<file path="config.mk">
export PLATFORM = sky130hd
export DESIGN_NAME = ir_rxq
export DESIGN_NICKNAME = d
export VERILOG_FILES = /design/src/rtl/ir_rxq_pkg.sv /design/src/rtl/ir_rxq_store.sv /design/src/rtl/ir_rxq_flags.sv /design/src/rtl/ir_rxq.sv
export SDC_FILE = /design/constraint.sdc
export NUM_CORES = 1
export LEC_CHECK = 0
export BUFFER_PORTS_ARGS = -buffer_cell sky130_fd_sc_hd__buf_2
export CAP_MARGIN = 5
export CORE_ASPECT_RATIO = 1.2
export CORE_MARGIN = 4
export CORE_UTILIZATION = 25
export DETAILED_ROUTE_END_ITERATION = 10
export PLACE_DENSITY = 0.42
export SLEW_MARGIN = 10
export SYNTH_ARGS = -nofsm -noshare
export SYNTH_HDL_FRONTEND = slang
export SYNTH_SLANG_ARGS = --single-unit
</file>
<file path="constraint.sdc">
create_clock -name clk -period 3.7 [get_ports clk]
set_clock_uncertainty 0.1 [all_clocks]
set_input_delay 0.37 -clock clk [delete_from_list [all_inputs] [get_ports clk]]
set_output_delay 0.37 -clock clk [all_outputs]
set_load 0.05 [all_outputs]
</file>
<file path="src/rtl/ir_rxq_pkg.sv">
package ir_rxq_pkg;
   typedef enum logic [1:0] {
      ADR_DATA = 2'd0,
      ADR_IEN  = 2'd1,
      ADR_STAT = 2'd2,
      ADR_NONE = 2'd3
   } rxq_addr_e;

   // bit positions of the three sources in enable and status words
   localparam int unsigned POS_OVF = 0;
   localparam int unsigned POS_PKT = 1;
   localparam int unsigned POS_AVL = 4;
   localparam int unsigned POS_FLD = 8;

   // internal flag vector order
   localparam int unsigned FI_OVF = 0;
   localparam int unsigned FI_PKT = 1;
   localparam int unsigned FI_AVL = 2;
   localparam int unsigned NFLAG  = 3;
endpackage

</file>
<file path="src/rtl/ir_rxq_store.sv">
module ir_rxq_store #(
   parameter int unsigned DEPTH = 16,
   parameter int unsigned DW    = 8,
   localparam int unsigned AW    = $clog2(DEPTH),
   localparam int unsigned CNT_W = $clog2(DEPTH + 1)
) (
   input  logic             clk,
   input  logic             rst_n,
   input  logic             flush,
   input  logic             push,
   input  logic [DW-1:0]    din,
   input  logic             pop,
   output logic [DW-1:0]    dout,
   output logic [CNT_W-1:0] cnt,
   output logic             full,
   output logic             empty
);
   logic [DW-1:0] mem [DEPTH];
   logic [AW-1:0] wr_ptr, rd_ptr;
   logic          push_ok, pop_ok;

   assign full    = (cnt == CNT_W'(DEPTH));
   assign empty   = (cnt == '0);
   assign pop_ok  = pop && !empty;
   assign push_ok = push && (!full || pop_ok);
   assign dout    = mem[rd_ptr];

   generate
      if ((1 << AW) != DEPTH) begin : g_bad_depth
         $error("ir_rxq_store: DEPTH must be a power of two");
      end
   endgenerate

   always_ff @(posedge clk) begin
      if (push_ok) mem[wr_ptr] <= din;
   end

   always_ff @(posedge clk) begin
      if (!rst_n || flush) begin
         wr_ptr <= '0;
         rd_ptr <= '0;
         cnt    <= '0;
      end else begin
         if (push_ok) wr_ptr <= wr_ptr + AW'(1);
         if (pop_ok)  rd_ptr <= rd_ptr + AW'(1);
         case ({push_ok, pop_ok})
            2'b10:   cnt <= cnt + CNT_W'(1);
            2'b01:   cnt <= cnt - CNT_W'(1);
            default: cnt <= cnt;
         endcase
      end
   end
endmodule

</file>
<file path="src/rtl/ir_rxq_flags.sv">
module ir_rxq_flags #(
   parameter int unsigned N = 3
) (
   input  logic         clk,
   input  logic         rst_n,
   input  logic [N-1:0] set,
   input  logic [N-1:0] clr,
   output logic [N-1:0] flags
);
   generate
      for (genvar i = 0; i < N; i++) begin : g_bit
         always_ff @(posedge clk) begin
            if (!rst_n)      flags[i] <= 1'b0;
            else if (set[i]) flags[i] <= 1'b1;
            else if (clr[i]) flags[i] <= 1'b0;
         end
      end
   endgenerate
endmodule

</file>
<file path="src/rtl/ir_rxq.sv">
module ir_rxq #(
   parameter int unsigned DEPTH = 16,
   parameter int unsigned REG_W = 32,
   localparam int unsigned DW    = 8,
   localparam int unsigned CNT_W = $clog2(DEPTH + 1),
   localparam int unsigned LVL_W = $clog2(DEPTH)
) (
   input  logic             clk,
   input  logic             rst_n,
   input  logic             rx_on,
   input  logic             push_valid,
   input  logic [DW-1:0]    push_data,
   input  logic             push_last,
   input  logic [1:0]       reg_addr,
   input  logic             reg_wr,
   input  logic             reg_rd,
   input  logic [REG_W-1:0] reg_wdata,
   output logic [REG_W-1:0] reg_rdata,
   output logic             irq
);
   import ir_rxq_pkg::*;

   generate
      if (DEPTH != 16 && DEPTH != 64) begin : g_bad_depth
         $error("ir_rxq: DEPTH must be 16 or 64");
      end
      if (REG_W < POS_FLD + CNT_W) begin : g_bad_regw
         $error("ir_rxq: REG_W too narrow for the count field");
      end
   endgenerate

   rxq_addr_e          adr;
   logic [DW-1:0]      head;
   logic [CNT_W-1:0]   fill_cnt;
   logic               is_full, is_empty;
   logic               pop_req;
   logic [NFLAG-1:0]   flg, flg_set, flg_clr, ien_en;
   logic [LVL_W-1:0]   ien_lvl;
   logic [NFLAG-1:0]   wsrc;
   logic               unused_wbits;

   assign adr  = rxq_addr_e'(reg_addr);
   assign wsrc = {reg_wdata[POS_AVL], reg_wdata[POS_PKT], reg_wdata[POS_OVF]};
   assign unused_wbits = ^{reg_wdata[REG_W-1:POS_FLD+LVL_W], reg_wdata[7:5],
                           reg_wdata[3:2]};

   assign pop_req = reg_rd && (adr == ADR_DATA) && rx_on;

   ir_rxq_store #(.DEPTH(DEPTH), .DW(DW)) u_store (
      .clk   (clk),
      .rst_n (rst_n),
      .flush (!rx_on),
      .push  (push_valid && rx_on),
      .din   (push_data),
      .pop   (pop_req),
      .dout  (head),
      .cnt   (fill_cnt),
      .full  (is_full),
      .empty (is_empty)
   );

   always_comb begin
      flg_set         = '0;
      flg_set[FI_OVF] = rx_on && push_valid && is_full && !pop_req;
      flg_set[FI_PKT] = rx_on && push_last;
      flg_set[FI_AVL] = fill_cnt > {1'b0, ien_lvl};
      flg_clr = (reg_wr && adr == ADR_STAT) ? wsrc : '0;
   end

   ir_rxq_flags #(.N(NFLAG)) u_flags (
      .clk   (clk),
      .rst_n (rst_n),
      .set   (flg_set),
      .clr   (flg_clr),
      .flags (flg)
   );

   always_ff @(posedge clk) begin
      if (!rst_n) begin
         ien_en  <= '0;
         ien_lvl <= '0;
      end else if (reg_wr && adr == ADR_IEN) begin
         ien_en  <= wsrc;
         ien_lvl <= reg_wdata[POS_FLD +: LVL_W];
      end
   end

   always_comb begin
      reg_rdata = '0;
      case (adr)
         ADR_DATA: if (!is_empty) reg_rdata[DW-1:0] = head;
         ADR_IEN: begin
            reg_rdata[POS_OVF]           = ien_en[FI_OVF];
            reg_rdata[POS_PKT]           = ien_en[FI_PKT];
            reg_rdata[POS_AVL]           = ien_en[FI_AVL];
            reg_rdata[POS_FLD +: LVL_W]  = ien_lvl;
         end
         ADR_STAT: begin
            reg_rdata[POS_OVF]           = flg[FI_OVF];
            reg_rdata[POS_PKT]           = flg[FI_PKT];
            reg_rdata[POS_AVL]           = flg[FI_AVL];
            reg_rdata[POS_FLD +: CNT_W]  = fill_cnt;
         end
         default: reg_rdata = '0;
      endcase
   end

   assign irq = |(flg & ien_en);
endmodule

</file>
After elaboration in Yosys (flattened, before gate mapping)

Memory sizes are Yosys's and may differ from the RTL's. A register that Yosys moved wholly into a read port is not among the register bits.
Cells that the tools add are included.

Output and inout bits: 33
Bits in writable memories: 128
Word-level logic and storage cells: 63
Input port bits: 49
Flip-flop bits (word level): 23
Memories kept: 1

Memories:

| name        | words | width | read ports | clocked after memory_dff | wr ports | RTL line           | RTL |
|---|---|---|---|---|---|---|---|
| u_store.mem | 16    | 8     | 1          | 1                        | 1        | ir_rxq_store.sv:18 | `logic [DW-1:0] mem [DEPTH];` |

Magnitude comparators: 1
Reduce and logical (&&, ||, !) cells: 24
$add $sub $neg: 4
Multiplexer cells: 19
Bitwise logic cells: 1
Eq/ne operators: 5

Operators with widths:

| cell                                              | number |
|---|---|
| logical AND 1 bit                                 | 10 |
| one-hot mux 5 bit (2 select lines)                | 1 |
| two-way mux 1 bit                                 | 9 |
| adder 4 x 1 -> 4 bit (second input constant)      | 2 |
| two-way mux 4 bit                                 | 2 |
| two-way mux 8 bit                                 | 1 |
| one-hot mux 4 bit (2 select lines)                | 1 |
| nonzero test 2 bit                                | 4 |
| two-way mux 3 bit                                 | 2 |
| one-hot mux 2 bit (3 select lines)                | 1 |
| adder 5 x 1 -> 5 bit (second input constant)      | 1 |
| == test 5 bit (second input constant)             | 1 |
| > comparator 5 x 4 -> 1 bit                       | 1 |
| logical NOT 1 bit                                 | 5 |
| logical NOT 5 bit                                 | 1 |
| subtractor 5 x 1 -> 5 bit (second input constant) | 1 |
| == test 2 x 1 -> 1 bit (second input constant)    | 2 |
| == test 2 bit (second input constant)             | 2 |
| bitwise AND 3 bit                                 | 1 |
| one-hot mux 1 bit (3 select lines)                | 1 |
| OR reduction 3 bit                                | 1 |
| logical NOT 2 bit                                 | 1 |
| logical OR 1 bit                                  | 2 |
| two-way mux 2 bit                                 | 1 |

Logic depth before layout (Yosys ltp)

Gate-level depths: netlist of run 1.

Word-level depth: 8
Mapped depth: 12
Gate-level depth less buffers: 11

By module

From an unflattened synthesis of run 1, not the netlist that was laid out.

Cells, all modules: 444
Area total of the unflattened synthesis: 6804.0 µm²

By module, submodules not included:

| module       | times used | seq. area each (µm²) | area an instance (µm²) | cells each |
|---|---|---|---|---|
| ir_rxq_store | 1          | 4184.0               | 5871.9                 | 330 |
| ir_rxq       | 1          | 140.1                | 808.3                  | 105 |
| ir_rxq_flags | 1          | 60.1                 | 123.9                  | 9 |

Least setup slack after synthesis of run 1

OpenSTA, ideal clock, no wires.

Kind: reg-to-output
Start: reg with a tool-made name
End: out reg_rdata[3]
Arrival time: 2.520 ns
Cell stages (with the launch flop): 8
Buffers on the path: 4
Path slack: 0.710 ns
Data required time: 3.230 ns
Cells stage by stage: dfxtp_1 > buf_4 > buf_6 > buf_2 > buf_2 > mux4_2 > mux2i_1 > a211oi_1

RTL lines:

| item      | RTL line     | RTL |
|---|---|---|
| to (decl) | ir_rxq.sv:18 | `output logic [REG_W-1:0] reg_rdata,` |

==> results of run 1 <==
-- placed cells by master, fill, tap and decap left out, drive strengths merged, types with 6 or more instances in the layout --
cell type / n
a211oi: 11
a21boi: 8
a21oi: 8
a22oi: 8
and2: 14
buf: 45
clkbuf: 18
conb: 19
dfxtp: 27
edfxtp: 128
ha: 14
inv: 14
mux2i: 8
mux4: 35
nand2: 22
nand3: 16
nor2: 17
nor2b: 12
xor2: 6
-- worst max-delay path, cell delays in order (launching register included) --
cell and delay, ns:
sky130_fd_sc_hd__dfxtp_1 0.66, sky130_fd_sc_hd__buf_4 0.33, sky130_fd_sc_hd__mux4_2 0.52, sky130_fd_sc_hd__a211oi_1 0.40, sky130_fd_sc_hd__a211oi_1 0.13, sky130_fd_sc_hd__buf_2 0.27
-- logic make-up after synthesis --
logic type,share of synthesized area [%]
fa+ha+maj,2.61
compound gates,5.28
buf+inv,4.56
xor+xnor,1.31
mux,13.0
flops,65.4
simple gates,7.79
other cells,0.0560
-- per-layer routing --
metal  GRT usage, %  part of all wire [%]  wire length [um]
met4           3.08                   1.3               197
met3           2.41                   3.8               561
met2           17.8                    52              7620
met1           12.4                    43              6260
met5              0                     0                 0
-- worst paths after layout --
| path | start | to | slack (ns) | cells past startpoint |
|---|---|---|---|---|
| worst max-delay path | flop | reg_rdata[7] | 0.50 | 5 |
| worst min-delay path | reg_wdata[9] | ien_lvl[1] | 0.13 | 3 |
| worst max register to register | u_store.cnt[1] | u_store.cnt[4] | 0.83 | 10 |
| worst min register to register | ien_en[2] | ien_en[2] | 0.38 | 2 |
-- registers in the layout, indices dropped and copies added (netlist names), named ones only --
signal	flops
ien_en	3
ien_lvl	4
u_flags.flags	3
u_store.rd_ptr	4
u_store.cnt	5
u_store.mem	128
u_store.wr_ptr	4
-- per-stage QoR --
stage          cells  worst slack [ns]  power (mW)
2_1_floorplan    443             0.710        2.06
3_3_place_gp     778             0.863        2.09
3_5_place_dp     778             0.845        2.10
4_1_cts          809             0.399        3.86
5_1_grt          809             0.298        3.95
6_report         809             0.497        3.82
-- area by class of cell --
type	instances	area, um2	area share (%)
clock buffers	18	429	5.53
multi-input cells	233	2080	26.8
repair buffers	45	245	3.16
inverters	10	37.5	0.484
well taps	335	419	5.40
clock inverters	13	166	2.14
flip-flops and latches	155	4390	56.5
-- power by group through the flow --
stage,clock (mW),sequential [mW],combinational [mW]
after floorplan,0,1.94,0.118
after global placement,0,1.94,0.154
after detailed placement,0,1.94,0.158
after CTS,1.80,1.90,0.159
after global routing,1.88,1.90,0.171
final,1.76,1.90,0.157
==> flow_summary_export.csv, run 1 <==
group,metric,value,unit
run_status,status,"completed",
layout,layout.core_utilization,29.5,%
yosys,post_synth_inst_count,425,
die,die_height,187,um
grt,pin_count_of_the_biggest_net_entering_global_routing,18,
power,sequentialPowerShare,49.9,%
drt,iteration_0_drc_markers,251,
yosys,post-synth-top-area-cell,"sky130_fd_sc_hd__edfxtp_1",
yosys,ys_dominant_reg_cell,"sky130_fd_sc_hd__edfxtp_1",
drt,wl_per_cell,18.1,um
power,total_switching_power,0.817,mW
power,irDropWorstVdd,298,uV
yosys,top_cells_by_area_synth,"sky130_fd_sc_hd__edfxtp_1 (57%), sky130_fd_sc_hd__mux4_2 (12%), sky130_fd_sc_hd__dfxtp_1 (8.1%), sky130_fd_sc_hd__ha_1 (2.6%), sky130_fd_sc_hd__buf_4 (2.5%)",
layout,area_grow_syn2layout,15.8,%
yosys,number_of_flops_mapped_to_enable_cells_by_yosys,128,
sta,slew-limit-headroom,49.4,%
die,chipWidth,157,um
setup_path,cp_data_required_time,3.23,ns
sta,fin_tns_setup,0,ns
clocking,clkLatencyLatePin,0.41,ns
drt,vias_per_inst,4.48,
sta,shortest_clock_period_the_worst_path_allows_after_layout,3.20,ns
place,placed_cell_area,7170,um2
place,port-buffer-count,37,
place,hpwl,10.1,mm
setup_path,critPathCaptureType,"primary output",
clocking,cts_buffer_depth,2,
sta,max_freq,312,MHz
clocking,cts_max_level,4,
die,design.portCount,82,
die,floorplan_row_count,65,
layout,antenna_cells,0,
yosys,synth_cell_count_leaders,"sky130_fd_sc_hd__edfxtp_1 (128), sky130_fd_sc_hd__mux4_2 (35), sky130_fd_sc_hd__dfxtp_1 (27), sky130_fd_sc_hd__buf_4 (22), sky130_fd_sc_hd__nand2_1 (22)",
clocking,cts_root_buffer,"sky130_fd_sc_hd__clkbuf_16",
yosys,ys_seq_elements,155,
yosys,yosys.area.top_type_share,57.4,%
grt,vias_in_the_first_global_route,3854,
layout,final_cell_area,7760,um2
sta,grt_setup_unrepaired,"false",
drt,route.antenna.remaining_nets,0,
power,comb_power_share,4.1,%
sta,hold_slack_final,0.131,ns
yosys,post_synth_instance_area,6700,um2
grt,global_route_wire_length_before_repair,22.5,mm
run,max_cap_viol_count,0,
power,power_density,492,nW/um2
drt,route.final.wire_length,14.6,mm
drt,drc_errors,0,
grt,globalRouteTotalUtil,10.2,%
layout,filler_cell_count,2667,
layout,share_of_layout_cells_above_drive_strength_1,23.4,%
sta,finalCritPeriodShare,86.6,%
clocking,clk_pin_slew_worst_paths,0.06,ns
hold_path,min_path_type,"input port to flop",
yosys,synthMostInstantiatedCell,"sky130_fd_sc_hd__edfxtp_1",
sta,setup-violations-final,0,
setup_path,critical_path_arrival,2.73,ns
clocking,post-cts-setup-buffer-count,0,
clocking,cts_tree,"done",
power,internal_power,3.00,mW
yosys,yosysUniqueCellTypes,41,
die,start_util,25.4,%
drt,vias,3621,
yosys,yosysSeqAreaShare,65.4,%
setup_path,critPathKind,"flop to primary output",
die,floorplan.die_area,29500,um2
die,design.core.area,26400,um2
power,p_leak,2.52,nW
sta,tightest_slew,0.758,ns
drt,drt_pass1_iterations,4,
sta,final-max-slew-violation-count,0,
power,power.share.clock,46.0,%
clocking,cts_repair_resize_count,0,
layout,final_nets,525,
yosys,yosysWarningCount,0,
yosys,syn_avg_cell_area,15.8,um2
clocking,cts_made_buffers,17,
place,place.gp.congestion,0.760,
sta,finalHoldViolCount,0,
clocking,number_of_buffers_inserted_for_hold_repair_after_clock_tree_synthesis,0,
power,netSwitchingFraction,21.4,%
grt,number_of_antenna_violations_at_the_first_check_in_global_routing,0,
setup_path,worstSetupStartpointType,"flop",
setup_path,critical_path_peak_fanout,9,
grt,globalRouteOverflowTotal,0,
yosys,synth-async-reset-ratio,0,%
clocking,clock_sinks,155,
Power figures use the tool's default switching activity.
==> run 2: changes to the inputs <==
BUFFER_PORTS_ARGS = -buffer_cell sky130_fd_sc_hd__clkbuf_2   (was -buffer_cell sky130_fd_sc_hd__buf_2)
==> run 2 against run 1 <==
Against the previous run: non-clock buffer count fell by 3; flip-flop and latch count did not move; worst setup slack got worse by 0.087 ns; sequential share of layout area rose by 0.30 points; global-route usage rose by 0.055 points; critical path type unchanged.
==> flow_summary_export.csv, run 2 (synthesized netlist as in run 1, its figures left out) <==
group,metric,value,unit
run_status,status,"completed",
clocking,post-cts-setup-buffer-count,0,
place,port-buffer-count,37,
sta,final-max-slew-violation-count,0,
setup_path,critical_path_arrival,2.82,ns
sta,finalHoldViolCount,0,
clocking,cts_buffer_depth,2,
place,hpwl,9.77,mm
sta,tightest_slew,0.772,ns
place,pre_cts_ws,0.758,ns
die,start_util,25.4,%
setup_path,timing.rr.start,"u_store.cnt[0]",
drt,drc_errors,0,
sta,shortest_clock_period_the_worst_path_allows_after_layout,3.29,ns
die,floorplan_row_count,65,
die,floorplan.die_area,29500,um2
die,chipWidth,157,um
sta,fin_tns_setup,0,ns
die,die_height,187,um
place,place.gp.congestion,0.724,
setup_path,critPathCaptureType,"primary output",
grt,grt_util_met2,18.2,%
sta,finalCritPeriodShare,88.9,%
layout,reg.largest.list,"u_store.mem (128), u_store.cnt (5)",
hold_path,hold_wc_startpoint,"reg_wdata[1]",
power,p_leak,2.48,nW
sta,grt_setup_unrepaired,"false",
clocking,cts_tree,"done",
run,max_cap_viol_count,0,
drt,route.final.wire_length,14.5,mm
setup_path,worst_setup_path_end,"reg_rdata[6]",
layout,final_nets,522,
power,irDropWorstVdd,302,uV
setup_path,critPathKind,"flop to primary output",
setup_path,cp_data_required_time,3.23,ns
drt,wl_per_cell,17.9,um
sta,postLayoutSetupSlackWorst,0.410,ns
sta,setup-violations-final,0,
clocking,cts_made_buffers,17,
grt,global_route_wire_length_before_repair,22.5,mm
setup_path,critical_r2r_capture,"u_store.cnt[4]",
setup_path,critical_path_peak_fanout,16,
clocking,cts_max_level,4,
grt,grt.busiest_layer,"met2",
grt,number_of_antenna_violations_at_the_first_check_in_global_routing,0,
layout,layout_common_cells,"sky130_fd_sc_hd__edfxtp_1 (128), sky130_fd_sc_hd__clkbuf_2 (37), sky130_fd_sc_hd__mux4_2 (35)",
drt,iteration_0_drc_markers,193,
layout,largest_register_ff_count,128,
clocking,cts_root_buffer,"sky130_fd_sc_hd__clkbuf_16",
hold_path,min_path_type,"input port to flop",
setup_path,r2r.worst_path.cells,10,
clocking,cts_repair_resize_count,0,
layout,area_grow_syn2layout,15.2,%
grt,globalRouteTotalUtil,10.3,%
grt,pin_count_of_the_biggest_net_entering_global_routing,24,
drt,route.antenna.remaining_nets,0,
clocking,clk_pin_slew_worst_paths,0.06,ns
drt,drt_pass1_iterations,4,
sta,slew-limit-headroom,48.4,%
setup_path,worstSetupStartpointType,"flop",
layout,most_common_cell_after_layout_fill_and_taps_aside,"sky130_fd_sc_hd__edfxtp_1",
setup_path,setup.reg_to_reg.worst_slack,0.80,ns
drt,vias,3560,
sta,max_freq,304,MHz
layout,share_of_layout_cells_above_drive_strength_1,23.1,%
drt,vias_per_inst,4.41,
die,design.portCount,82,
grt,vias_in_the_first_global_route,3831,
power,power_density,479,nW/um2
grt,grt.met3_usage,2.82,%
layout,antenna_cells,0,
clocking,clkLatencyLatePin,0.41,ns
clocking,number_of_buffers_inserted_for_hold_repair_after_clock_tree_synthesis,0,
die,design.core.area,26400,um2
grt,globalRouteOverflowTotal,0,
clocking,clock_sinks,155,
grt,global_route.usage.met1,12.3,%
layout,registers.top_by_ff_count,"u_store.mem",
==> run 2: power breakdown <==
group	internal [mW]	switching, mW
Clock	0.889	0.753
Sequential	1.90	0.00660
Combinational	0.0378	0.117
==> run 2: area by class of cell <==
class,count,area [um2]
multi-input cells,233,2080
flip-flops and latches,155,4390
fillers,2669,18600
inverters,10,37.5
clock inverters,14,135
clock buffers,18,429
well taps,335,419
repair buffers,42,235
==> run 2: how the worst min path moves through the flow <==
stage	to	slack, ns	depth (start not counted)
final	ien_en[1]	0.13	3
after global routing	ien_lvl[3]	0.10	3
after CTS	ien_lvl[3]	0.11	3
after detailed placement	ien_en[0]	0.38	2
after global placement	ien_en[2]	0.37	2
after floorplan	ien_en[2]	0.36	2
==> run 2: worst max-delay path, stage by stage, from the launching register on <==
cell and delay (ns):
sky130_fd_sc_hd__dfxtp_2 0.71, sky130_fd_sc_hd__buf_4 0.28, sky130_fd_sc_hd__buf_4 0.24, sky130_fd_sc_hd__mux4_2 0.22
sky130_fd_sc_hd__mux2i_1 0.10, sky130_fd_sc_hd__a211oi_1 0.47, sky130_fd_sc_hd__clkbuf_2 0.37
==> run 2: routing by layer <==
metal  vias to the layer above  wire, um
met5                         -         0
met4                         0       175
met1                      1784      5890
met3                        15       747
met2                        88      7660
li1                       1673         -
==> run 2: stage by stage <==
| step | util (%) | std cells | total power [mW] | area, um2 | hold WS, ns |
|---|---|---|---|---|---|
| 2_1_floorplan | - | 443 | 2.06 | 6770 | 0.356 |
| 3_3_place_gp | 27.2 | 775 | 2.09 | 7160 | 0.374 |
| 3_5_place_dp | 27.2 | 775 | 2.10 | 7160 | 0.381 |
| 4_1_cts | 29.3 | 807 | 3.75 | 7720 | 0.107 |
| 5_1_grt | 29.3 | 807 | 3.85 | 7720 | 0.104 |
| 6_report | 29.3 | 807 | 3.70 | 7720 | 0.126 |
==> run 3: changes to the inputs <==
SKIP_CTS_REPAIR_TIMING = 1   (was unset)
SYNTH_HIERARCHICAL = 1   (was unset)
==> run 3 against run 2 <==
Against the previous run: critical path depth grew 1; largest cell class unchanged; die area grew 1.5%; sequential power is essentially flat; fmax grew 3.0%; area after synthesis grew 1.5%; non-clock buffer count grew 7; highest routed layer unchanged; worst setup slack gained 0.096 ns.
==> flow_summary_export.csv, run 3 <==
group,metric,value,unit
run_status,status,"completed",
drt,vias,3864,
clocking,clock_sinks,155,
yosys,yosysSeqAreaShare,64.4,%
power,sequentialPowerShare,50.2,%
sta,fin_tns_setup,0,ns
setup_path,slowest_stage_cell_on_the_critical_path,"sky130_fd_sc_hd__mux4_2",
clocking,cts_max_level,4,
yosys,top_cells_by_area_synth,"sky130_fd_sc_hd__edfxtp_1 (56%), sky130_fd_sc_hd__mux4_2 (11%), sky130_fd_sc_hd__dfxtp_1 (7.9%), sky130_fd_sc_hd__ha_1 (2.9%), sky130_fd_sc_hd__a22oi_1 (2.2%)",
power,internal_power,2.95,mW
layout,reg.largest.list,"u_store/mem (128), u_store/cnt (5)",
setup_path,critical_path_buf_inv_count,2,
die,die_height,189,um
sta,finalHoldViolCount,0,
power,netSwitchingFraction,22.2,%
hold_path,min_path_type,"input port to flop",
drt,route.antenna.remaining_nets,0,
clocking,clk_pin_slew_worst_paths,0.06,ns
clocking,clkLatencyLatePin,0.42,ns
layout,share_of_layout_cells_above_drive_strength_1,26.0,%
setup_path,worstSetupStartpointType,"flop",
place,place.gp.congestion,0.739,
yosys,post-synth-top-area-cell,"sky130_fd_sc_hd__edfxtp_1",
setup_path,worst_path_largest_cell_delay,0.54,ns
place,port-buffer-count,37,
layout,registers.top_by_ff_count,"u_store/mem",
power,total_switching_power,0.843,mW
sta,shortest_clock_period_the_worst_path_allows_after_layout,3.19,ns
place,pre_cts_ws,0.464,ns
grt,vias_in_the_first_global_route,4011,
setup_path,critical_path_arrival,2.72,ns
power,power_density,476,nW/um2
power,power.share.clock,45.4,%
sta,slew-limit-headroom,40.7,%
drt,wl_per_cell,18.5,um
setup_path,r2r.worst_path.cells,8,
die,chipWidth,159,um
grt,globalRouteTotalUtil,10.7,%
yosys,number_of_flops_mapped_to_enable_cells_by_yosys,128,
die,design.core.area,26600,um2
layout,most_common_cell_after_layout_fill_and_taps_aside,"sky130_fd_sc_hd__edfxtp_1",
yosys,synth_cell_count_leaders,"sky130_fd_sc_hd__edfxtp_1 (128), sky130_fd_sc_hd__mux4_2 (32), sky130_fd_sc_hd__dfxtp_1 (27), sky130_fd_sc_hd__nor2_1 (27), sky130_fd_sc_hd__inv_1 (21)",
setup_path,critPathCaptureType,"primary output",
layout,area_grow_syn2layout,17.0,%
yosys,yosys.area.top_type_share,56.5,%
yosys,post_synth_instance_area,6800,um2
grt,pin_count_of_the_biggest_net_entering_global_routing,33,
sta,tightest_slew,0.888,ns
setup_path,cp_data_required_time,3.23,ns
die,floorplan_row_count,65,
drt,drc_errors,0,
yosys,post_synth_inst_count,444,
die,floorplan.die_area,29900,um2
power,irDropWorstVdd,280,uV
drt,drt_pass1_iterations,4,
sta,finalCritPeriodShare,86.3,%
clocking,cts_made_buffers,17,
clocking,cts_buffer_depth,2,
sta,grt_setup_unrepaired,"false",
clocking,cts_root_buffer,"sky130_fd_sc_hd__clkbuf_16",
layout,filler_cell_count,2599,
grt,globalRouteOverflowTotal,0,
setup_path,worstPathCellList,"buf_12 -> mux4_2 -> a22oi_1 -> nand2_1 -> a222oi_1 -> nor2_1 -> clkbuf_2",
sta,final-max-slew-violation-count,0,
yosys,yosysUniqueCellTypes,52,
drt,route.final.wire_length,15.5,mm
sta,postLayoutSetupSlackWorst,0.506,ns
power,p_leak,2.75,nW
yosys,yosysWarningCount,6,
run,max_cap_viol_count,0,
clocking,cts_tree,"done",
die,start_util,25.6,%
yosys,synthMostInstantiatedCell,"sky130_fd_sc_hd__edfxtp_1",
drt,vias_per_inst,4.61,
setup_path,path_delay_family,"compound AO/OA/AOI/OAI gates",
layout,final_nets,557,
yosys,synth-async-reset-ratio,0,%
place,hpwl,10.0,mm
sta,max_freq,313,MHz
die,design.portCount,82,
layout,largest_register_ff_count,128,
yosys,ys_dominant_reg_cell,"sky130_fd_sc_hd__edfxtp_1",
yosys,syn_avg_cell_area,15.3,um2
hold_path,timing.hold.worst_path_depth,3,
layout,antenna_cells,0,
setup_path,critPathKind,"flop to primary output",
drt,iteration_0_drc_markers,201,
power,comb_power_share,4.4,%
layout,layout_common_cells,"sky130_fd_sc_hd__edfxtp_1 (128), sky130_fd_sc_hd__clkbuf_2 (37), sky130_fd_sc_hd__mux4_2 (32)",
grt,number_of_antenna_violations_at_the_first_check_in_global_routing,0,
grt,global_route_wire_length_before_repair,23.8,mm
yosys,ys_seq_elements,155,
setup_path,critical_path_peak_fanout,32,
sta,setup-violations-final,0,
setup_path,number_of_logic_stages_on_the_critical_path_including_buffering,7,
-- run 3: changes by cell type after synthesis, sizes merged, moves of 5 or more --
cell	before	now
a22oi	8	20
inv	10	21
nor2	17	27
a211oi	11	2
and3	0	9
a21oi	8	1
mux2i	8	3
nand3	16	11
-- run 3: path summary, 6_finish.rpt --
check / to / slack, ns / from
worst min register to register: ien_en[2] / 0.38 / ien_en[2]
worst max register to register: u_store/cnt[4] / 0.71 / u_store/cnt[0]
worst min-delay path: ien_lvl[2] / 0.09 / reg_wdata[10]
worst max-delay path: reg_rdata[4] / 0.51 / flop
-- run 3: worst min-delay path, cell delays in order --
cell                       delay [ns]
sky130_fd_sc_hd__clkbuf_2        0.08
sky130_fd_sc_hd__nand3_1         0.06
sky130_fd_sc_hd__a21boi_1        0.05
-- run 3: per-layer routing --
| metal | share of wire (%) | up-vias | global-route usage (%) |
|---|---|---|---|
| met5 | 0 | - | 0 |
| met4 | 0.82 | 0 | 2.95 |
| met3 | 5.8 | 11 | 3.38 |
| met2 | 50 | 95 | 17.9 |
| met1 | 43 | 1992 | 13.4 |
| li1 | - | 1766 | - |
-- run 3: through the flow --
step / cell area, um2 / total power [mW] / hold slack (ns) / std cells / util, %
after CTS: 7960 / 3.84 / 0.0687 / 839 / 29.9
after floorplan: 6870 / 2.07 / 0.347 / 462 / -
after detailed placement: 7370 / 2.11 / 0.369 / 807 / 27.7
after global routing: 7960 / 3.94 / 0.0857 / 839 / 29.9
final: 7960 / 3.79 / 0.0897 / 839 / 29.9
after global placement: 7370 / 2.10 / 0.364 / 807 / 27.7
-- run 3: logic make-up (layout without fill, tap and decap cells) --
group,count (synthesis),after routing,share of synthesized area [%]
fa+ha+maj,17,17,3.24
flops,155,155,64.4
simple gates,117,117,9.56
buf+inv,60,102,4.76
compound gates,55,55,6.40
mux,35,35,11.0
other cells,1,19,0.0551
xor+xnor,4,4,0.515
-- run 3: power groups by stage --
stage | Clock, mW | Sequential, mW | Combinational, mW
after global routing | 1.86 | 1.90 | 0.182
after detailed placement | 0 | 1.94 | 0.167
after global placement | 0 | 1.94 | 0.162
after CTS | 1.77 | 1.90 | 0.167
final | 1.72 | 1.90 | 0.166
after floorplan | 0 | 1.94 | 0.130
-- run 3: area by class of cell --
type	instances	area [um2]	area share [%]
clock buffers	17	425	5.34
inverters	21	78.8	0.990
multi-input cells	247	2190	27.5
well taps	335	419	5.26
clock inverters	15	166	2.09
repair buffers	49	300	3.77
flip-flops and latches	155	4390	55.1
